**src/rtl/fcs16_pkg.sv**
```systemverilog
package fcs16_pkg;
  localparam int BYTE_W = 8;
  localparam int FCS_W  = 16;

  typedef enum logic [1:0] {
    TS_PAYLOAD = 2'd0,
    TS_LOW     = 2'd1,
    TS_HIGH    = 2'd2
  } trl_state_t;

  // One entry of the reflected byte table, computed on demand.
  function automatic logic [FCS_W-1:0] fcs_table(input logic [BYTE_W-1:0] idx,
                                                 input logic [FCS_W-1:0] poly);
    logic [FCS_W-1:0] acc;
    acc = {{(FCS_W-BYTE_W){1'b0}}, idx};
    for (int i = 0; i < BYTE_W; i++) begin
      if (acc[0]) acc = (acc >> 1) ^ poly;
      else        acc = acc >> 1;
    end
    return acc;
  endfunction

  // Byte step: table word, with the old high byte folded into its low byte.
  function automatic logic [FCS_W-1:0] fcs_step(input logic [FCS_W-1:0] fcs,
                                                input logic [BYTE_W-1:0] data,
                                                input logic [FCS_W-1:0] poly);
    return fcs_table(data ^ fcs[BYTE_W-1:0], poly) ^ (fcs >> BYTE_W);
  endfunction
endpackage

```
**src/rtl/fcs16_datapath.sv**
```systemverilog
module fcs16_datapath
  import fcs16_pkg::*;
#(
  parameter logic [FCS_W-1:0] POLY = 16'h8408,
  parameter logic [FCS_W-1:0] INIT = 16'hFFFF
) (
  input  logic              clk_i,
  input  logic              rst_ni,
  input  logic              clr_i,
  input  logic              take_i,
  input  logic [BYTE_W-1:0] data_i,
  output logic [FCS_W-1:0]  fcs_o
);
  logic [FCS_W-1:0] fcs_q;
  logic [FCS_W-1:0] base;
  logic [FCS_W-1:0] fcs_d;

  assign base = clr_i ? INIT : fcs_q;

  always_comb begin
    if (take_i) fcs_d = fcs_step(base, data_i, POLY);
    else        fcs_d = base;
  end

  always_ff @(posedge clk_i or negedge rst_ni) begin
    if (!rst_ni) fcs_q <= INIT;
    else         fcs_q <= fcs_d;
  end

  assign fcs_o = fcs_q;
endmodule

```
**src/rtl/fcs16_trailer.sv**
```systemverilog
module fcs16_trailer
  import fcs16_pkg::*;
(
  input  logic              clk_i,
  input  logic              rst_ni,
  input  logic              clr_i,
  input  logic              start_i,
  input  logic              tr_ready_i,
  input  logic [FCS_W-1:0]  fcs_i,
  output logic              payload_o,
  output logic              tr_valid_o,
  output logic              tr_low_o,
  output logic [BYTE_W-1:0] tr_data_o
);
  trl_state_t state_q, state_d;

  always_comb begin
    state_d = state_q;
    if (clr_i) begin
      state_d = TS_PAYLOAD;
    end else begin
      unique case (state_q)
        TS_PAYLOAD: if (start_i)    state_d = TS_LOW;
        TS_LOW:     if (tr_ready_i) state_d = TS_HIGH;
        TS_HIGH:    if (tr_ready_i) state_d = TS_PAYLOAD;
        default:                    state_d = TS_PAYLOAD;
      endcase
    end
  end

  always_ff @(posedge clk_i or negedge rst_ni) begin
    if (!rst_ni) state_q <= TS_PAYLOAD;
    else         state_q <= state_d;
  end

  assign payload_o  = (state_q == TS_PAYLOAD);
  assign tr_valid_o = !payload_o;
  assign tr_low_o   = (state_q == TS_LOW);
  assign tr_data_o  = tr_low_o ? ~fcs_i[BYTE_W-1:0] : ~fcs_i[FCS_W-1:BYTE_W];
endmodule

```
**src/rtl/fcs16_status.sv**
```systemverilog
module fcs16_status
  import fcs16_pkg::*;
#(
  parameter logic [FCS_W-1:0] RESIDUE = 16'hF0B8
) (
  input  logic             clk_i,
  input  logic             rst_ni,
  input  logic             clr_i,
  input  logic             take_i,
  input  logic             check_i,
  input  logic [FCS_W-1:0] fcs_i,
  output logic             stat_valid_o,
  output logic             stat_good_o,
  output logic             stat_bad_o
);
  logic valid_q;
  logic match_q;

  always_ff @(posedge clk_i or negedge rst_ni) begin
    if (!rst_ni) begin
      valid_q <= 1'b0;
      match_q <= 1'b0;
    end else if (clr_i || take_i) begin
      valid_q <= 1'b0;
      match_q <= 1'b0;
    end else if (check_i) begin
      valid_q <= 1'b1;
      match_q <= (fcs_i == RESIDUE);
    end
  end

  assign stat_valid_o = valid_q;
  assign stat_good_o  = valid_q && match_q;
  assign stat_bad_o   = valid_q && !match_q;
endmodule

```
**src/rtl/fcs16_engine.sv**
```systemverilog
module fcs16_engine
  import fcs16_pkg::*;
#(
  parameter logic [15:0] POLY    = 16'h8408,
  parameter logic [15:0] INIT    = 16'hFFFF,
  parameter logic [15:0] RESIDUE = 16'hF0B8
) (
  input  logic       clk_i,
  input  logic       rst_ni,
  input  logic       clr_i,
  input  logic       mode_i,
  input  logic       in_valid_i,
  output logic       in_ready_o,
  input  logic [7:0] in_data_i,
  input  logic       end_i,
  output logic       tr_valid_o,
  input  logic       tr_ready_i,
  output logic [7:0] tr_data_o,
  output logic       stat_valid_o,
  output logic       stat_good_o,
  output logic       stat_bad_o
);
  logic [FCS_W-1:0] fcs_q;
  logic             payload;
  logic             trl_low;
  logic             take;
  logic             end_ok;
  logic             tx_start;
  logic             rx_check;

  // Named events shared by the sub-blocks and the checker.
  assign take     = in_valid_i && payload;
  assign end_ok   = end_i && !in_valid_i && !clr_i && payload;
  assign tx_start = end_ok && mode_i;
  assign rx_check = end_ok && !mode_i;

  fcs16_datapath #(.POLY(POLY), .INIT(INIT)) u_dp (
    .clk_i  (clk_i),
    .rst_ni (rst_ni),
    .clr_i  (clr_i),
    .take_i (take),
    .data_i (in_data_i),
    .fcs_o  (fcs_q)
  );

  fcs16_trailer u_trl (
    .clk_i      (clk_i),
    .rst_ni     (rst_ni),
    .clr_i      (clr_i),
    .start_i    (tx_start),
    .tr_ready_i (tr_ready_i),
    .fcs_i      (fcs_q),
    .payload_o  (payload),
    .tr_valid_o (tr_valid_o),
    .tr_low_o   (trl_low),
    .tr_data_o  (tr_data_o)
  );

  fcs16_status #(.RESIDUE(RESIDUE)) u_st (
    .clk_i        (clk_i),
    .rst_ni       (rst_ni),
    .clr_i        (clr_i),
    .take_i       (take),
    .check_i      (rx_check),
    .fcs_i        (fcs_q),
    .stat_valid_o (stat_valid_o),
    .stat_good_o  (stat_good_o),
    .stat_bad_o   (stat_bad_o)
  );

  assign in_ready_o = payload;
endmodule

```
**config.mk**
```make
export PLATFORM = sky130hd
export DESIGN_NAME = fcs16_engine
export DESIGN_NICKNAME = d
export VERILOG_FILES = /design/src/rtl/fcs16_pkg.sv /design/src/rtl/fcs16_datapath.sv /design/src/rtl/fcs16_trailer.sv /design/src/rtl/fcs16_status.sv /design/src/rtl/fcs16_engine.sv
export SDC_FILE = /design/constraint.sdc
export NUM_CORES = 1
export LEC_CHECK = 0
export BUFFER_PORTS_ARGS = -buffer_cell sky130_fd_sc_hd__buf_2
export CORE_MARGIN = 3
export CORE_UTILIZATION = 56
export CTS_BUF_LIST = sky130_fd_sc_hd__clkbuf_4 sky130_fd_sc_hd__clkbuf_8
export DETAILED_ROUTE_END_ITERATION = 10
export HOLD_SLACK_MARGIN = 0.02
export PLACE_DENSITY = 0.92
export SLEW_MARGIN = 20
export SYNTH_ARGS = -nofsm -noshare
export SYNTH_HDL_FRONTEND = slang
export SYNTH_SLANG_ARGS = --single-unit
```
**constraint.sdc**
```tcl
create_clock -name clk_i -period 2.4 [get_ports clk_i]
set_input_delay 0.48 -clock clk_i [delete_from_list [all_inputs] [get_ports clk_i]]
set_output_delay 0.48 -clock clk_i [all_outputs]
set_load 0.1 [all_outputs]
```
==> metrics, run 1 <==
FP Rows 17; Max IR drop VDD 916 uV; most frequent cells in the layout nor2_1 (25), buf_2 (19), dfstp_2 (16); DRT iter0 DRCs 59; post-DR wirelength/cell 16.5 microns; Lkg Pwr 0.695 nW; clock sinks 20; worst-margin pin slew 538 ps; Post-route DRC 0; CP endpoint kind output port; Worst-path clk slew 110 ps; RePlAce Congestion 0.852; antenna fix cells 0; outcome completed; die area 3100 sq um; clk_lat worst skew 310 ps; Root Buffer clkbuf_4; clock power share 10.2%; setup bufs post-CTS 0; syn avg cell area 9.22 sq um; Post-CTS Hold Buffers 0; commonest non-fill, non-tap cell in the layout nor2_1; Die Height 55.7 microns; final hold violation count 0; die width 55.7 microns; Final Net Count 189; total grt overflow 0; area grow syn2layout 24.9%; DPL Wire Length 2490 microns; Tot GR Track Use 22.9%; Min-Delay Path Class in -> async; H-tree depth 1; post-synthesis cell type count 36; RSZ-0062 raised after global routing false; M1 GR Usage 29.6%; Core Area 2280 sq um; Synth Net Count 165; Syn. warnings 0; CTS tree done; number of synthesized register bits 20; largest net degree at the start of global routing 32; via-per-instance ratio 6.05; max cap viols 0; final wirelength 3320 microns; Top Usage Layer GRT met2; DRT Pass-1 Iters 4; Setup Viol. Count Final 0; sw frac 46.9%; met2 usage 37.8%; Port Buffers 27; sequential power share 33.2%; Final Core Density 75.9%; Critical Path RT 1920 ps; Clock Skew 2.11 ps; Resize count post-CTS 0; relative slew slack 63.9%; CTS buffer count 3; Fmax 470 MHz; post-route clock period utilization 88.7%; CP max FO 5; sequential-to-total area share from yosys stat 37.6%; Gate power share 56.6%; initial core utilization 60.7%; maximum clock path buffer count 2; post-synthesis cell count 150; I/O Pins 28; Sw Pwr 0.000921 W; Final Critical Period 2130 ps; vias in the first global route 1182; CP arrival 1650 ps; PwrDens 1140 nW/um^2; max-slew violation count 0; Worst setup SP type flip-flop; first-pass GRT wire length 5600 microns; M3 GR Usage 3.25%; total negative slack 0 ps; Internal 0.00104 W; synthesized area 1380 sq um; Crit Path Category reg -> out; initial antenna violation count 0; ratio of cells with drive above 1 in the final layout 37.0%; Via Count 1217; Antenna Nets Post-Route 0
-- final timing paths --
kind	startpoint	end	slack (ps)	cells past startpoint
setup reg to reg	u_dp.fcs_o[3]	u_dp.fcs_o[10]	570	5
max in group asynchronous	rst_ni	u_dp.fcs_o[6]	1960	1
hold reg to reg	u_trl.state_q[1]	u_trl.state_q[0]	500	1
hold / removal	rst_ni	u_st.stat_valid_o	100	1
setup / recovery	u_trl.state_q[0]	tr_data_o[2]	270	4
min in group clk_i	tr_ready_i	u_trl.state_q[1]	450	3
-- stage by stage --
step                      setup slack (ps)  hold slack, ps  total power, W  area (sq um)  std cells
after floorplan                       -246             184         0.00142          1420        150
after global placement                 551             446         0.00172          1690        197
after detailed placement               462             448         0.00176          1690        197
after CTS                              257             106         0.00197          1730        201
after global routing                   162             102         0.00206          1730        201
final                                  271            96.4         0.00196          1730        201
-- area by class of cell --
cell class	count	area, sq um
multi-input combinational	116	838
tap	28	35.0
sequential	20	520
inverter	1	3.75
fill	145	549
timing repair buffer	32	293
clock buffer	4	36.3
-- synth_stat cells (all sizes together) --
cell type,count,area [sq um]
nand3,2,10.0
xor2,6,52.6
o32a,4,40.0
mux2i,9,90.1
o21ai,4,20.0
nor4,1,6.26
nor2b,6,37.5
xnor3,2,45.0
o22a,3,26.3
o211ai,3,22.5
buf,4,21.3
nand4,1,6.26
dfstp,16,420
nand2,2,7.51
and2,2,12.5
clkbuf,9,33.8
nor3b,1,7.51
xor3,1,23.8
or4,2,15.0
nor2,26,97.6
or3,1,6.26
xnor2,10,95.1
inv,1,3.75
nand4b,1,8.76
nor4b,1,8.76
mux2,1,11.3
a21oi,11,55.1
a31oi,4,25.0
nor3,9,45.0
dfrtp,4,100
o311a,2,20.0
o21a,1,7.51
-- flip-flops by register name, summed over array words and instances (netlist names) --
name,cells
u_dp.fcs_o,16
u_st.stat_valid_o,1
u_st.match_q,1
u_trl.state_q,2
-- worst max-delay path: stages, from the launching register on --
cell	delay (ps)
dfrtp_1	420
nor2b_1	220
buf_4	200
mux2i_2	290
buf_12	210
-- power groups by stage --
| stage | sequential (W) | clock (W) | combinational (W) |
|---|---|---|---|
| 6_report | 0.000652 | 0.000201 | 0.00111 |
| 3_3_place_gp | 0.000647 | 0 | 0.00107 |
| 3_5_place_dp | 0.000653 | 0 | 0.00111 |
| 4_1_cts | 0.000647 | 0.000206 | 0.00111 |
| 2_1_floorplan | 0.000577 | 0 | 0.000843 |
| 5_1_grt | 0.000669 | 0.000227 | 0.00116 |
-- per-layer routing --
| metal | share of wire (%) | vias up |
|---|---|---|
| li1 | - | 578 |
| met1 | 40 | 579 |
| met2 | 51 | 51 |
| met3 | 6.0 | 9 |
| met4 | 2.9 | 0 |
| met5 | 0 | - |
-- cells by family after synthesis --
group | synth area share [%]
simple gates | 19.5
xor+xnor | 15.7
compound gates | 15.7
mux | 7.33
flops | 37.6
buf+inv | 4.25
Power figures use the tool's default switching activity.
==> inputs of run 2 (changes only) <==
REMOVE_ABC_BUFFERS = 1   (was not set)
==> run 2 against run 1 <==
- first-iteration DRC count down 49%
- wire length grew 2.3%
- clock power is 42% higher
- combinational power is essentially flat
- critical path depth did not move
- clock skew increased by 0.79 ps
- via count is 3.0% higher
- sequential share of layout area grew 0.47 points
- critical path type unchanged
- highest routed layer unchanged
==> metrics, run 2 (synthesis gave the netlist of run 1 again) <==
outcome completed; post-route clock period utilization 89.3% (+0.61 points); max-slew violation count 0 (unchanged); M1 WL 1270 microns (-5.7%); Clock Skew 2.90 ps (+0.789 ps); max reg flops 16 (unchanged); die area 3100 sq um (unchanged); first-pass GRT wire length 5560 microns (-0.61%); initial antenna violation count 0 (unchanged); commonest non-fill, non-tap cell in the layout nor2_1; Resize count post-CTS 0 (unchanged); final wirelength 3400 microns (+2.3%); Final Critical Period 2140 ps (+14.6 ps); DR top layer met4; max cap viols 0 (unchanged); Critical Path RT 1920 ps (about the same); Final Cell Area 1700 sq um (-1.5%); Max IR drop VDD 836 uV (-8.7%); post-DR wirelength/cell 17.0 microns (+2.8%); Root Buffer clkbuf_4; Worst setup SP type flip-flop; H-tree depth 1 (unchanged); Post-route DRC 0 (unchanged); Fmax 466 MHz (-0.68%); worst-margin pin slew 482 ps (-55.5 ps); via-per-instance ratio 6.27 (+3.6%); final hold slack 98.9 ps (+2.47 ps); CP max FO 9 (+4); total grt overflow 0 (unchanged); CP endpoint kind output port; Placed Area 1650 sq um (-2.5%); DR WL met3 274 microns (+36%); maximum clock path buffer count 2 (unchanged); CP arrival 1660 ps (about the same); CTS buffer count 3 (unchanged); Tot GR Track Use 22.5% (-0.48 points); Final Net Count 188 (-0.53%); largest net degree at the start of global routing 32 (unchanged); area grow syn2layout 23.0%; PwrDens 1180 nW/um^2 (+4.1%); antenna fix cells 0 (unchanged); setup slack at placement 400 ps (-62.1 ps); die width 55.7 microns (unchanged); Post-CTS Hold Buffers 0 (unchanged); RSZ-0062 raised after global routing false; DRT iter0 DRCs 30 (-49%); FP Rows 17 (unchanged); Final WS setup 256 ps (-14.6 ps); relative slew slack 67.8% (+3.9 points); Via Count 1254 (+3.0%); setup bufs post-CTS 0 (unchanged); initial core utilization 60.7% (unchanged); Antenna Nets Post-Route 0 (unchanged); ratio of cells with drive above 1 in the final layout 30.8% (-6.2 points); CTS tree done; DRT Pass-1 Iters 4 (unchanged); Core Area 2280 sq um (unchanged); vias in the first global route 1208 (+2.2%); clk_lat worst skew 310 ps (about the same); most frequent cells in the layout nor2_1 (26), buf_2 (19), dfstp_2 (16); clock sinks 20 (unchanged); Crit Path Category reg -> out; Port Buffers 27 (unchanged); RePlAce Congestion 0.820 (-3.7%); Lkg Pwr 0.682 nW (-1.9%); wire length on met2 1750 microns (+3.9%); I/O Pins 28 (unchanged); fill count 156 (+7.6%); Min-Delay Path Class in -> async; Worst-path clk slew 120 ps (about the same); Die Height 55.7 microns (unchanged); DPL Wire Length 2470 microns (-0.97%); final hold violation count 0 (unchanged); Setup Viol. Count Final 0 (unchanged)
==> run 2: changes by cell type in the layout (fill, tap and decap cells not counted) <==
cell,previous run,this run
buf_4,5,4
nor2b_2,1,0
nor2b_1,5,6
bufinv_16,0,1
mux2i_2,8,0
nor2_1,25,26
mux2i_1,1,9
nor2_2,1,0
clkbuf_8,1,0
==> run 2: final cells by class <==
class | instances | area [sq um] | share of cell area, %
multi-input cells | 116 | 803 | 47.2
flip-flops and latches | 20 | 520 | 30.6
repair buffers | 31 | 285 | 16.8
well taps | 28 | 35.0 | 2.06
clock inverters | 1 | 30.0 | 1.77
clock buffers | 3 | 22.5 | 1.32
inverters | 1 | 3.75 | 0.221
==> run 2: path summary, 6_finish.rpt <==
check / start / endpoint / slack, ps / cells after the start
max in group asynchronous: rst_ni / u_dp.fcs_o[4] / 1960 / 1
worst min register to register: u_trl.state_q[1] / u_trl.state_q[0] / 480 / 1
worst min-delay path: rst_ni / u_st.stat_valid_o / 100 / 1
worst max register to register: u_trl.state_q[1] / u_dp.fcs_o[10] / 480 / 4
worst max-delay path: u_trl.state_q[0] / tr_data_o[3] / 260 / 4
min in group clk_i: tr_ready_i / u_trl.state_q[1] / 440 / 3
==> run 2: per-layer routing <==
layer,vias to the layer above,GRT usage [%]
met5,-,0
met4,0,13.2
met3,12,2.55
met2,68,36.3
met1,596,28.8
li1,578,-
==> run 2: power by group <==
part	total, W	internal, W	switching (W)
Clock	0.000285	0.000169	0.000116
Combinational	0.00109	0.000432	0.000659
Sequential	0.000638	0.000497	0.000142
Total	0.00201	0.00110	0.000916
==> run 2: critical path: stages, from the launching register on <==
cell,delay (ps)
dfrtp_1,410
nor2b_1,140
buf_4,220
mux2i_1,360
buf_12,220
==> run 2: stage by stage <==
step,power [W],util [%],std cells,setup TNS [ps]
after detailed placement,0.00172,72.4,196,0
after global placement,0.00167,72.4,196,0
after CTS,0.00201,74.7,200,0
after global routing,0.00210,74.7,200,0
after floorplan,0.00135,-,137,-19760
final,0.00201,74.7,200,0
==> inputs of run 3 (changes only) <==
CORE_ASPECT_RATIO = 1.2   (was not set)
==> run 3 against run 2 <==
- final cell count up 2.0%
- total power down 0.13%
- hold slack got worse by 9.8 ps
- critical path depth unchanged
- clock power about the same
- sequential power about the same
- sequential cell count unchanged
- die area barely moved
- first-iteration DRC count rose by 77%
- sequential share of layout area decreased by 0.20 points
- via count is 0.40% lower
- register-to-register slack improved by 50 ps
==> metrics, run 3 (synthesis gave the netlist of run 1 again) <==
outcome completed; most frequent cells in the layout nor2_1 (26), buf_2 (19), dfstp_2 (16); Antenna Nets Post-Route 0 (unchanged); M3 GR Usage 3.93% (+1.4 points); max reg flops 16 (unchanged); PwrDens 1170 nW/um^2 (-0.79%); clk_lat worst skew 320 ps (about the same); Power Total 0.00201 W (-0.13%); initial core utilization 59.3% (-1.4 points); Setup Viol. Count Final 0 (unchanged); DRT Pass-1 Iters 4 (unchanged); RSZ-0062 raised after global routing false; via-per-instance ratio 6.12 (-2.4%); post-DR wirelength/cell 16.5 microns (-3.1%); max cap viols 0 (unchanged); area grow syn2layout 23.8%; Via Count 1249 (-0.40%); CTS tree done; initial antenna violation count 0 (unchanged); Placed Area 1660 sq um (+0.68%); commonest non-fill, non-tap cell in the layout nor2_1; Resize count post-CTS 0 (unchanged); Min-Delay Path Class in -> async; relative slew slack 66.9% (-0.88 points); CP arrival 1740 ps (+80 ps); post-route clock period utilization 92.4% (+3.1 points); antenna fix cells 0 (unchanged); DPL Wire Length 2460 microns (about the same); Final Cell Area 1710 sq um (+0.66%); largest net degree at the start of global routing 32 (unchanged); Final Critical Period 2220 ps (+74.2 ps); CP max FO 6 (-3); Fmax 451 MHz (-3.3%); max-slew violation count 0 (unchanged); Post-Layout Cell Count 204 (+2.0%); Lkg Pwr 0.687 nW (+0.79%); Worst setup SP type flip-flop; total grt overflow 0 (unchanged); die width 51.4 microns (-7.8%); Port Buffers 27 (unchanged); Final WS setup 182 ps (-74.2 ps); Top Usage Layer GRT met2; M1 GR Usage 29.8% (+1.0 points); DRT iter0 DRCs 53 (+77%); maximum clock path buffer count 2 (unchanged); setup bufs post-CTS 0 (unchanged); Max IR drop VDD 825 uV (-1.4%); Final Net Count 189 (+0.53%); Die Height 60.4 microns (+8.5%); CP endpoint kind output port; H-tree depth 1 (unchanged); Root Buffer clkbuf_4; setup slack at placement 397 ps (-3.39 ps); die area 3100 sq um (about the same); Clock Skew 9.75 ps (+6.85 ps); worst-margin pin slew 493 ps (+10.9 ps); ratio of cells with drive above 1 in the final layout 31.2% (+0.40 points); Core Area 2330 sq um (+2.4%); Crit Path Category reg -> out; I/O Pins 28 (unchanged); first-pass GRT wire length 5620 microns (+1.1%); RePlAce Congestion 0.823 (+0.30%); clock sinks 20 (unchanged); final hold violation count 0 (unchanged); FP Rows 19 (+2); Tot GR Track Use 23.9% (+1.5 points); met2 usage 42.0% (+5.7 points); Worst-path clk slew 130 ps (about the same); vias in the first global route 1207 (-0.083%); Inst Count DP 200 (+2.0%); Critical Path RT 1920 ps (about the same); final wirelength 3360 microns (-1.1%); Post-CTS Hold Buffers 0 (unchanged); Post-route DRC 0 (unchanged); CTS buffer count 3 (unchanged)
-- run 3: cell types whose count changed in the layout (fill, tap and decap cells not counted) --
| cell | delta |
|---|---|
| buf_4 | +1 |
-- run 3: path summary, 6_finish.rpt --
| path | cells past startpoint | from | slack (ps) | endpoint |
|---|---|---|---|---|
| worst max-delay path | 4 | u_trl.state_q[0] | 180 | tr_data_o[4] |
| worst min-delay path | 1 | rst_ni | 90 | u_st.stat_valid_o |
| worst max register to register | 4 | u_trl.state_q[1] | 530 | u_dp.fcs_o[9] |
| worst min register to register | 1 | u_trl.state_q[1] | 490 | u_trl.state_q[0] |
| max in group asynchronous | 1 | rst_ni | 1960 | u_dp.fcs_o[1] |
| min in group clk_i | 3 | tr_ready_i | 430 | u_trl.state_q[1] |
-- run 3: area by class of cell --
class / instances / area [sq um]
multi-input cells: 116 / 803
clock inverters: 1 / 30.0
repair buffers: 32 / 293
clock buffers: 3 / 22.5
flip-flops and latches: 20 / 520
well taps: 31 / 38.8
inverters: 1 / 3.75
fillers: 178 / 618
-- run 3: per-stage QoR --
stage          setup TNS, ps  hold slack [ps]  utilization [%]
2_1_floorplan         -19760              184                -
3_3_place_gp               0              444             71.2
3_5_place_dp               0              455             71.2
4_1_cts                    0             97.6             73.5
5_1_grt                    0              102             73.5
6_report                   0             89.1             73.5
-- run 3: routing by layer --
layer	wire length, microns	up-vias
met3	244	6
met2	1740	61
met5	0	-
met4	57	0
met1	1320	599
li1	-	583
-- run 3: critical path, cell delays in order, from the launching register on --
cell and delay [ps]:
dfrtp_1 410, nor2b_1 240, buf_4 210, mux2i_1 340
buf_12 220
-- run 3: report_power, final --
group | total [W] | leakage, nW | switching, W | internal [W]
sequential | 0.000641 | 0.224 | 0.000144 | 0.000497
combinational | 0.00109 | 0.435 | 0.000652 | 0.000433
clock | 0.000285 | 0.0279 | 0.000116 | 0.000169
total | 0.00201 | 0.687 | 0.000913 | 0.00110
